==> src/rtl/mtx_pkg.sv <==
package mtx_pkg;
    typedef enum logic [2:0] {
        ST_IDLE     = 3'd0,
        ST_PRE_HIGH = 3'd1,
        ST_PRE_LOW  = 3'd2,
        ST_DATA_A   = 3'd3,
        ST_DATA_B   = 3'd4,
        ST_TRAILER  = 3'd5
    } mtx_state_e;

    localparam int PRE_HIGH_SYMS = 4;
    localparam int TRAILER_SYMS  = 4;
endpackage

==> src/rtl/mtx_bit_timer.sv <==
module mtx_bit_timer #(
    parameter int BIT_CYC = 8
) (
    input  logic clk,
    input  logic rst,
    input  logic run,
    output logic tick
);
    localparam int CNT_W = (BIT_CYC > 1) ? $clog2(BIT_CYC) : 1;
    localparam logic [CNT_W-1:0] LAST = CNT_W'(BIT_CYC - 1);

    logic [CNT_W-1:0] cnt;

    assign tick = run && (cnt == LAST);

    always_ff @(posedge clk) begin
        if (rst || !run || tick) cnt <= '0;
        else                     cnt <= cnt + 1'b1;
    end

    generate
        if (BIT_CYC > 1) begin : g_spacing

            tick_spacing_chk: assert property (@(posedge clk) disable iff (rst)
                tick |=> !tick);
        end
    endgenerate
endmodule

==> src/rtl/mtx_word_reg.sv <==
module mtx_word_reg #(
    parameter int WORD_W = 4
) (
    input  logic              clk,
    input  logic              rst,
    input  logic              load,
    input  logic              shift,
    input  logic [WORD_W-1:0] din,
    output logic              lsb
);
    logic [WORD_W-1:0] q;

    assign lsb = q[0];

    always_ff @(posedge clk) begin
        if (rst)        q <= '0;
        else if (load)  q <= din;
        else if (shift) q <= {1'b0, q[WORD_W-1:1]};
    end


    word_hold_chk: assert property (@(posedge clk) disable iff (rst)
        (!load && !shift) |=> $stable(q));
endmodule

==> src/rtl/mtx_frame_gen.sv <==
module mtx_frame_gen #(
    parameter int WORD_W  = 4,
    parameter int BIT_CYC = 8
) (
    input  logic              clk,
    input  logic              rst,
    input  logic              start_i,
    input  logic [WORD_W-1:0] word_i,
    output logic              line_o,
    output logic              busy_o,
    output logic              done_o
);
    import mtx_pkg::*;

    localparam int IDX_W = (WORD_W > 1) ? $clog2(WORD_W) : 1;
    localparam logic [IDX_W-1:0] LAST_IDX = IDX_W'(WORD_W - 1);
    localparam logic [1:0] LAST_PRE = 2'(PRE_HIGH_SYMS - 1);
    localparam logic [1:0] LAST_TRL = 2'(TRAILER_SYMS - 1);

    mtx_state_e       state, state_n;
    logic [1:0]       sym_cnt, sym_cnt_n;
    logic [IDX_W-1:0] bit_idx, bit_idx_n;
    logic             done_n;
    logic             tick, accept, shift, cur_bit;

    assign accept = (state == ST_IDLE) && start_i;
    assign shift  = tick && (state == ST_DATA_B);

    mtx_bit_timer #(.BIT_CYC(BIT_CYC)) u_timer (
        .clk  (clk),
        .rst  (rst),
        .run  (state != ST_IDLE),
        .tick (tick)
    );

    mtx_word_reg #(.WORD_W(WORD_W)) u_word (
        .clk   (clk),
        .rst   (rst),
        .load  (accept),
        .shift (shift),
        .din   (word_i),
        .lsb   (cur_bit)
    );

    // next-state logic
    always_comb begin
        state_n   = state;
        sym_cnt_n = sym_cnt;
        bit_idx_n = bit_idx;
        done_n    = 1'b0;
        unique case (state)
            ST_IDLE: begin
                if (start_i) begin
                    state_n   = ST_PRE_HIGH;
                    sym_cnt_n = '0;
                    bit_idx_n = '0;
                end
            end
            ST_PRE_HIGH: begin
                if (tick) begin
                    if (sym_cnt == LAST_PRE) begin
                        state_n   = ST_PRE_LOW;
                        sym_cnt_n = '0;
                    end else begin
                        sym_cnt_n = sym_cnt + 1'b1;
                    end
                end
            end
            ST_PRE_LOW: begin
                if (tick) state_n = ST_DATA_A;
            end
            ST_DATA_A: begin
                if (tick) state_n = ST_DATA_B;
            end
            ST_DATA_B: begin
                if (tick) begin
                    if (bit_idx == LAST_IDX) begin
                        state_n   = ST_TRAILER;
                        sym_cnt_n = '0;
                    end else begin
                        state_n   = ST_DATA_A;
                        bit_idx_n = bit_idx + 1'b1;
                    end
                end
            end
            ST_TRAILER: begin
                if (tick) begin
                    if (sym_cnt == LAST_TRL) begin
                        state_n   = ST_IDLE;
                        sym_cnt_n = '0;
                        done_n    = 1'b1;
                    end else begin
                        sym_cnt_n = sym_cnt + 1'b1;
                    end
                end
            end
            default: state_n = ST_IDLE;
        endcase
    end

    // state register
    always_ff @(posedge clk) begin
        if (rst) begin
            state   <= ST_IDLE;
            sym_cnt <= '0;
            bit_idx <= '0;
            done_o  <= 1'b0;
        end else begin
            state   <= state_n;
            sym_cnt <= sym_cnt_n;
            bit_idx <= bit_idx_n;
            done_o  <= done_n;
        end
    end

    // output decode
    always_comb begin
        busy_o = (state != ST_IDLE);
        unique case (state)
            ST_IDLE:     line_o = 1'b0;
            ST_PRE_HIGH: line_o = 1'b1;
            ST_PRE_LOW:  line_o = 1'b0;
            ST_DATA_A:   line_o = ~cur_bit;
            ST_DATA_B:   line_o = cur_bit;
            ST_TRAILER:  line_o = sym_cnt[0];
            default:     line_o = 1'b0;
        endcase
    end


    idle_line_low_chk: assert property (@(posedge clk) disable iff (rst)
        !busy_o |-> !line_o);

    done_single_chk: assert property (@(posedge clk) disable iff (rst)
        done_o |=> !done_o);

    done_not_busy_chk: assert property (@(posedge clk) disable iff (rst)
        done_o |-> !busy_o);

    start_ignored_chk: assert property (@(posedge clk) disable iff (rst)
        (busy_o && !tick) |=> busy_o);

    restart_chk: assert property (@(posedge clk) disable iff (rst)
        (done_o && start_i) |=> (busy_o && line_o));
endmodule

==> config.mk <==
export PLATFORM = sky130hd
export DESIGN_NAME = mtx_frame_gen
export DESIGN_NICKNAME = d
export VERILOG_FILES = /design/src/rtl/mtx_pkg.sv /design/src/rtl/mtx_bit_timer.sv /design/src/rtl/mtx_word_reg.sv /design/src/rtl/mtx_frame_gen.sv
export SDC_FILE = /design/constraint.sdc
export NUM_CORES = 1
export LEC_CHECK = 0
export BUFFER_PORTS_ARGS = -buffer_cell sky130_fd_sc_hd__buf_2
export CAP_MARGIN = 20
export CELL_PAD_IN_SITES_DETAIL_PLACEMENT = 1
export CELL_PAD_IN_SITES_GLOBAL_PLACEMENT = 2
export CORE_UTILIZATION = 36
export CTS_BUF_LIST = sky130_fd_sc_hd__clkbuf_8
export DETAILED_ROUTE_END_ITERATION = 16
export HOLD_SLACK_MARGIN = 0.05
export PLACE_DENSITY = 0.86
export SETUP_SLACK_MARGIN = 0.05
export SYNTH_ARGS = -nofsm -noshare
export SYNTH_HDL_FRONTEND = slang
export SYNTH_SLANG_ARGS = --single-unit
==> constraint.sdc <==
create_clock -name clk -period 1.9 [get_ports clk]
set_input_delay 0.38 -clock clk [delete_from_list [all_inputs] [get_ports clk]]
set_output_delay 0.38 -clock clk [all_outputs]
set_load 0.05 [all_outputs]
### After elaboration in Yosys (flattened, before gate mapping)

Index checks and enable logic that the tools add are counted.

* add/subtract/negate cells: 3
* eq/ne operators: 19
* mux-type cells: 23
* bitwise gates (word level): 3
* reduce and logical (&&, ||, !) cells: 16

Operators by type and width (number)
* 2-to-1 mux 3 bit: 9
* != test 2 bit (second input constant): 9
* case mux 3 bit (6 select lines): 1
* 2-to-1 mux 2 bit: 7
* equality test 3 bit (second input constant): 3
* 2-to-1 mux 4 bit: 2
* AND reduction 8 bit: 1
* equality test 3 x 2 -> 1 bit (second input constant): 2
* case mux 2 bit (3 select lines): 1
* nonzero test 3 bit: 2
* AND reduction 5 bit: 1
* adder 2 x 1 -> 2 bit (second input constant): 2
* equality test 2 bit (second input constant): 2
* != test 2 x 1 -> 1 bit (second input constant): 2
* case mux 1 bit (4 select lines): 1
* case mux 2 bit (2 select lines): 1
* AND reduction 4 bit: 1
* nonzero test 2 bit: 2
* adder 3 x 1 -> 3 bit (second input constant): 1
* equality test 3 x 1 -> 1 bit (second input constant): 1
* logical AND 1 bit: 3
* zero test 3 bit: 1
* NOT 1 bit: 3
* OR reduction 3 bit: 1
* other kinds (4): 5

* register bits after elaboration: 15
* input bits: 7
* output and inout bits: 3

### Longest topological paths before layout

Gate-level depths: netlist (run 1).

* depth after elaboration: 5
* gate-level depth with buffers: 6
* gate-level depth less buffers: 5

### Cells and area by module

A second synthesis (run 1) with hierarchy kept.

* cells, all modules: 92
* area total of the unflattened synthesis: 824.5 µm²

Modules (own cells, without submodules)
* mtx_frame_gen: instances 1, cells an instance 66, area each 520.5 µm², seq. area each 160.2 µm²
* mtx_word_reg: instances 1, cells an instance 17, area each 172.7 µm², seq. area each 80.1 µm²
* mtx_bit_timer: instances 1, cells an instance 9, area each 131.4 µm², seq. area each 60.1 µm²

### Least setup slack after synthesis (run 1)

Ideal clock, no wire load.

* path type: reg-to-output
* start: register state[2]
* end: output port line_o
* data arrival time: 1.431 ns
* required time: 1.520 ns
* setup slack: 0.089 ns
* stages on the path, launching flop included: 6
* buffers on the path: 2
* path through: dfxtp_1 > buf_2 > clkbuf_1 > inv_1 > nor4b_1 > a21o_1

* cells in the longest elaborated chain, start to end: 2

RTL lines
* start: declaration: RTL line mtx_frame_gen.sv:20 `mtx_state_e state, state_n;`
* start signal: assignment: RTL line mtx_frame_gen.sv:109 `state <= state_n;`
* equality test 3 bit (tied with other cells): RTL line mtx_frame_gen.sv:119 `unique case (state)`
* case mux 1 bit (4 select lines) *: RTL line mtx_frame_gen.sv:119
* end: declaration: RTL line mtx_frame_gen.sv:9 `output logic line_o,`

Every way passes the cells marked *; elsewhere a longest branch is shown, timed or not.

### Final worst setup path (run 1)

Same ends and word-level chain as after synthesis.

==> results of run 1 <==
-- cells by family (layout without fill, tap and decap cells) --
group           Yosys count  count (layout)  share of synthesized area
mux                       3               3                     0.0367
fa+ha+maj                 4               4                     0.0587
compound gates           27              27                      0.214
flops                    15              15                      0.352
buf+inv                  11              18                     0.0617
simple gates             34              34                      0.276
-- synthesized netlist by cell type --
master | count | area, um2
sky130_fd_sc_hd__ha_1 | 4 | 50.1
sky130_fd_sc_hd__mux2i_1 | 2 | 20.0
sky130_fd_sc_hd__o311a_1 | 1 | 10.0
sky130_fd_sc_hd__buf_2 | 3 | 15.0
sky130_fd_sc_hd__o2bb2ai_1 | 2 | 17.5
sky130_fd_sc_hd__o41ai_2 | 1 | 16.3
sky130_fd_sc_hd__nand2b_1 | 4 | 25.0
sky130_fd_sc_hd__mux2_1 | 1 | 11.3
sky130_fd_sc_hd__dfxtp_1 | 15 | 300
sky130_fd_sc_hd__a21oi_1 | 9 | 45.0
sky130_fd_sc_hd__and4_4 | 1 | 11.3
sky130_fd_sc_hd__and2_1 | 2 | 12.5
sky130_fd_sc_hd__nor3b_1 | 2 | 15.0
sky130_fd_sc_hd__or4b_4 | 1 | 13.8
sky130_fd_sc_hd__or4_1 | 1 | 7.51
sky130_fd_sc_hd__nand2_1 | 5 | 18.8
sky130_fd_sc_hd__o22ai_1 | 1 | 6.26
sky130_fd_sc_hd__or2_1 | 1 | 6.26
sky130_fd_sc_hd__a211o_1 | 2 | 17.5
sky130_fd_sc_hd__nor4bb_1 | 1 | 10.0
sky130_fd_sc_hd__nor4b_2 | 1 | 15.0
sky130_fd_sc_hd__nand3b_1 | 2 | 15.0
sky130_fd_sc_hd__nor2b_1 | 3 | 18.8
sky130_fd_sc_hd__nor4_1 | 2 | 12.5
sky130_fd_sc_hd__nand4b_1 | 2 | 17.5
sky130_fd_sc_hd__buf_6 | 1 | 11.3
sky130_fd_sc_hd__nand3_1 | 1 | 5.00
sky130_fd_sc_hd__a21o_1 | 1 | 7.51
sky130_fd_sc_hd__clkbuf_1 | 4 | 15.0
sky130_fd_sc_hd__nor4b_1 | 1 | 8.76
sky130_fd_sc_hd__o211ai_1 | 2 | 15.0
sky130_fd_sc_hd__inv_1 | 3 | 11.3
sky130_fd_sc_hd__and3b_1 | 1 | 8.76
sky130_fd_sc_hd__a22oi_1 | 2 | 15.0
sky130_fd_sc_hd__nor3_1 | 2 | 10.0
sky130_fd_sc_hd__o21bai_1 | 1 | 7.51
sky130_fd_sc_hd__nor2_1 | 1 | 3.75
sky130_fd_sc_hd__o21ai_0 | 5 | 25.0
-- flip-flops by register name, summed over array words and instances (netlist names) --
register,flops
u_word.q,4
state,3
u_timer.cnt,3
bit_idx,2
sym_cnt,2
done_o,1
-- worst paths after layout --
path             startpoint              to  depth (start not counted)  slack, ps
max                state[2]          line_o                          4        190
min               word_i[3]     u_word.q[3]                          3        370
max reg2reg  u_timer.cnt[0]      bit_idx[0]                          5        210
min reg2reg  u_timer.cnt[0]  u_timer.cnt[0]                          1        450
-- cell type report --
class | count | area share
timing repair buffer | 11 | 0.0649
tap | 28 | 0.0364
inverter | 3 | 0.0117
sequential | 15 | 0.316
clock inverter | 1 | 0.00390
multi-input combinational | 68 | 0.525
clock buffer | 3 | 0.0429
-- worst max-delay path: stages, from the launching register on --
cell	delay [ps]
sky130_fd_sc_hd__dfxtp_2	380
sky130_fd_sc_hd__inv_1	110
sky130_fd_sc_hd__nor4b_1	260
sky130_fd_sc_hd__a21o_1	110
sky130_fd_sc_hd__clkbuf_4	220
-- metal layers --
metal | share of wire | GRT usage | routed length [um]
met5 | 0 | 0 | 0
met3 | 0.019 | 0.0303 | 35
met1 | 0.48 | 0.197 | 865
met2 | 0.50 | 0.287 | 904
met4 | 0.0088 | 0.111 | 16
-- cell usage in the layout (no fill, tap or decap), drive strengths merged, types with 3 or more instances in the layout --
| cell type | instances |
|---|---|
| clkbuf | 4 |
| nand2 | 5 |
| dfxtp | 15 |
| nor2b | 3 |
| buf | 10 |
| nand2b | 4 |
| inv | 4 |
| a21oi | 9 |
| o21ai | 5 |
| ha | 4 |
-- metrics by stage --
step | util | total power, mW | worst slack [ps] | cell area (um2)
after global placement | 0.410 | 0.527 | 204 | 906
after global routing | 0.436 | 0.824 | 53.4 | 963
after CTS | 0.430 | 0.788 | 75.8 | 952
after floorplan | - | 0.494 | 89.3 | 852
after detailed placement | 0.410 | 0.531 | 152 | 906
final | 0.436 | 0.783 | 188 | 963
-- report_power, final --
group	internal (mW)	leakage, nW	total [mW]	switching (mW)
Sequential	0.335	0.123	0.371	0.0360
Combinational	0.0663	0.243	0.156	0.0895
Clock	0.143	0.0269	0.256	0.113
==> impl_metrics.csv, run 1 <==
group,metric,value,unit
run_status,run_status,"complete, no violations",
cts,cts-resized-gates,1,
global_route,grt_start_max_net_pins,19,
floorplan,start_util,0.385,
cells_and_area,n_fill_cell,269,
critical_path,crit_path_max_fanout,6,
logic_synthesis,ys_seq_elements,15,
floorplan,core_region_area,2210,um2
flow_run,timing.max_cap.violations,0,
cts,cts.path.max_buffers,2,
critical_path,worst_ep_required_time,1520,ps
logic_synthesis,syn_area,852,um2
min_path,hold_removal_path_class,"primary input to flop",
floorplan,placement_rows,17,
floorplan,die-height,50.7,um
cts,cts_hold_repair.buffers,0,
critical_path,critical_path.endpoint_type,"output pin",
drt,via_count,710,
sta,hold_ws,372,ps
logic_synthesis,syn-instance-count,94,
cells_and_area,num-nets-final,113,
pwr,power_per_cell_area,812,nW/um2
global_route,total_global_routing_overflow,0,
sta,slew_worst_pin,379,ps
drt,drt_pre_antenna_iters,2,
sta,fin_worst_skew,4.02,ps
global_route,first_global_vias,735,
cells_and_area,multi_input_logic_area,505,um2
floorplan,boundaryPins,10,
global_route,number_of_antenna_violations_at_the_first_check_in_global_routing,0,
critical_path,start_kind,"flop",
sta,setup_repair_after_global_routing_missed_its_margin,"false",
cts,ctsRootBufferMaster,"sky130_fd_sc_hd__clkbuf_8",
place,placed_cells,125,
drt,drtAntennaViolNets,0,
sta,fin_crit_sh,0.901,
cts,total_setup_buffers_inserted_after_cts,0,
cells_and_area,seq_area,304,um2
floorplan,die_width,50.7,um
logic_synthesis,post_synth_num_cell_types,38,
cells_and_area,antenna-diode-count,0,
sta,fmax,0.584,GHz
critical_path,critical_path_data_arrival_time,1330,ps
drt,drt-vias-per-instance,5.50,
sta,fin_setup_tns,0,ps
place,finalWeightedCongestion,0.775,
cells_and_area,post_route_cells_drive_above_1_share,0.218,
floorplan,die_area,2570,um2
cells_and_area,instances_no_fill,129,
critical_path,setup.worst_path.class,"flop to output pin",
place,io_buffers,9,
cts,cts.sink_count,15,
sta,final-max-slew-violation-count,0,
drt,routed_wirelength,1820,um
logic_synthesis,syn_area_per_cell,9.06,um2
global_route,groute.usage.overall,0.171,
cells_and_area,synthToLayoutAreaGrowth,13.1,%
sta,hold_viol,0,
sta,clock_period_minus_final_worst_setup_slack,1710,ps
global_route,grt_pass1_wl,3260,um
pwr,irDropWorstVdd,0.427,mV
logic_synthesis,share_of_the_yosys_chip_area_belonging_to_registers,0.352,
cts,htree_num_levels,1,
cts,clk-insertion-delay-late,240,ps
cts,cts_buffers,3,
cts,clk_pin_slew,60,ps
drt,route.detailed.drc,0,
sta,setup_violations,0,
logic_synthesis,yosys_warnings,0,
cts,tritoncts_clock_tree,"yes",
logic_synthesis,syn_nets,105,
pwr,power.leakage,0.393,nW
sta,timing.slew.headroom,0.740,
drt,starting_drc_count_in_detailed_routing,1,
drt,wl_per_cell,14.1,um
No activity file was read; power rests on OpenSTA's default activity.
==> run 2, diff against run 1 <==
--- a/config.mk
+++ b/config.mk
@@ -14,6 +14,7 @@
 export DETAILED_ROUTE_END_ITERATION = 16
 export HOLD_SLACK_MARGIN = 0.05
 export PLACE_DENSITY = 0.86
+export REMOVE_ABC_BUFFERS = 1
 export SETUP_SLACK_MARGIN = 0.05
 export SYNTH_ARGS = -nofsm -noshare
 export SYNTH_HDL_FRONTEND = slang
==> run 2 against run 1 <==
  * Clock skew decreased by 2.0 ps
  * Sequential power about the same
  * Count of clock-buffer cells in the layout stayed put
  * Via count up 4.1%
  * Final cell count unchanged
  * Design area increased by 0.13%
  * Combinational power about the same
  * Fmax decreased by 3.2%
  * Critical path type unchanged
  * Critical endpoint unchanged
==> impl_metrics.csv, run 2 (synthesized netlist as in run 1, its figures left out) <==
group,metric,value,unit
run_status,run_status,"complete, no violations",
critical_path,worst_path_largest_cell_delay,420,ps
sta,setup_repair_after_global_routing_missed_its_margin,"true",
cells_and_area,final_core_util,0.436,
sta,fmax,0.565,GHz
cells_and_area,max_ffs_per_register,4,
global_route,total_global_routing_overflow,0,
sta,hold_ws,378,ps
flow_run,timing.max_cap.violations,0,
min_path,hold_removal_path_class,"primary input to flop",
sta,timing.slew.headroom,0.728,
critical_path,crit_family,"flip-flops",
drt,via_count,739,
cells_and_area,largest-register,"u_word.q",
cells_and_area,synthToLayoutAreaGrowth,13.2,%
critical_path,worst_ep_required_time,1520,ps
drt,drtAntennaViolNets,0,
floorplan,die-height,50.7,um
cts,tritoncts_clock_tree,"yes",
floorplan,core_region_area,2210,um2
critical_path,critical_path_data_arrival_time,1390,ps
pwr,power_per_cell_area,810,nW/um2
global_route,grt_pass1_wl,3280,um
cts,ctsRootBufferMaster,"sky130_fd_sc_hd__clkbuf_8",
pwr,power.leakage,0.394,nW
sta,clock_period_minus_final_worst_setup_slack,1770,ps
critical_path,slowest_stage,"sky130_fd_sc_hd__dfxtp_2",
global_route,number_of_antenna_violations_at_the_first_check_in_global_routing,0,
cts,cts.path.max_buffers,2,
cts,clk-insertion-delay-late,240,ps
floorplan,die_width,50.7,um
cts,total_setup_buffers_inserted_after_cts,0,
sta,fin_crit_sh,0.931,
floorplan,die_area,2570,um2
critical_path,start_kind,"flop",
drt,route.detailed.drc,0,
sta,final-max-slew-violation-count,0,
cells_and_area,top_regs,"u_word.q x4, state x3, u_timer.cnt x3",
cells_and_area,num-nets-final,113,
global_route,first_global_vias,718,
floorplan,start_util,0.385,
place,pre_cts_ws,138,ps
place,io_buffers,9,
drt,drt-vias-per-instance,5.73,
sta,fin_setup_tns,0,ps
drt,drt_pre_antenna_iters,4,
drt,routed_wirelength,1960,um
cts,cts.sink_count,15,
cells_and_area,leading_cell_types_in_the_layout_fill_and_taps_excluded,"sky130_fd_sc_hd__dfxtp_1 (12), sky130_fd_sc_hd__a21oi_1 (9), sky130_fd_sc_hd__buf_2 (9), sky130_fd_sc_hd__nand2_1 (5), sky130_fd_sc_hd__o21ai_0 (5)",
critical_path,cp_num_buf_inv,1,
sta,final.setup.worst_slack,131,ps
critical_path,crit_path_max_fanout,18,
sta,setup_violations,0,
critical_path,critical_path.endpoint_type,"output pin",
sta,hold_viol,0,
place,finalWeightedCongestion,0.731,
floorplan,placement_rows,17,
critical_path,setup.worst_path.class,"flop to output pin",
drt,wl_per_cell,15.2,um
global_route,grt_start_max_net_pins,19,
cells_and_area,post_route_cells_drive_above_1_share,0.218,
sta,slew_worst_pin,396,ps
cells_and_area,commonest_non_fill_non_tap_cell_in_the_layout,"sky130_fd_sc_hd__dfxtp_1",
sta,fin_worst_skew,2.07,ps
cts,htree_num_levels,1,
cts,clk_pin_slew,60,ps
floorplan,boundaryPins,10,
cells_and_area,antenna-diode-count,0,
pwr,irDropWorstVdd,0.371,mV
drt,starting_drc_count_in_detailed_routing,6,
global_route,groute.usage.overall,0.172,
cts,cts_buffers,3,
place,estimated_wirelength_of_the_detail_placed_design,1410,um
critical_path,timing.critical_path.cells,"nor4b_1 > a21o_1 > buf_2",
cts,cts_hold_repair.buffers,0,
==> run 2: where the power goes <==
group / switching, mW / internal [mW]
registers: 0.0379 / 0.335
logic: 0.0921 / 0.0645
clock network: 0.109 / 0.143
==> run 2: repair_timing <==
| action | CTS | global route |
|---|---|---|
| resized for setup | 2 | 3 |
| endpoints found under the hold margin | 0 | 0 |
| setup endpoints to repair | 2 | 5 |
==> run 2: routing by layer <==
metal,global-route usage,vias up,share of wire
li1,-,362,-
met1,0.203,364,0.48
met2,0.298,9,0.49
met3,0.0364,4,0.024
met4,0.0694,0,0.0087
met5,0,-,0
==> run 2: final cells by class <==
class                   instances  area, um2
flip-flops and latches         15        304
clock buffers                   3       41.3
multi-input cells              68        505
well taps                      28       35.0
repair buffers                 11       63.8
clock inverters                 1       3.75
fillers                       280       1250
inverters                       3       11.3
==> run 2: path summary, 6_finish.rpt <==
kind / start / endpoint / slack, ps / depth (start not counted)
min reg2reg: u_timer.cnt[0] / u_timer.cnt[0] / 430 / 1
max reg2reg: u_timer.cnt[0] / bit_idx[0] / 200 / 5
min: word_i[3] / u_word.q[3] / 380 / 3
max: state[1] / line_o / 130 / 3
==> run 2: worst min-delay path, delay by kind of cell <==
kind	cells	cell delay, ps
compound gates	1	50
buf+inv	1	90
simple gates	1	50
==> run 2: metrics by stage <==
step	power (mW)	instances	cell area, um2
detailed placement	0.533	125	906
finish	0.781	129	965
floorplan	0.480	86	811
global route	0.821	129	965
CTS	0.792	129	953
global placement	0.528	125	906
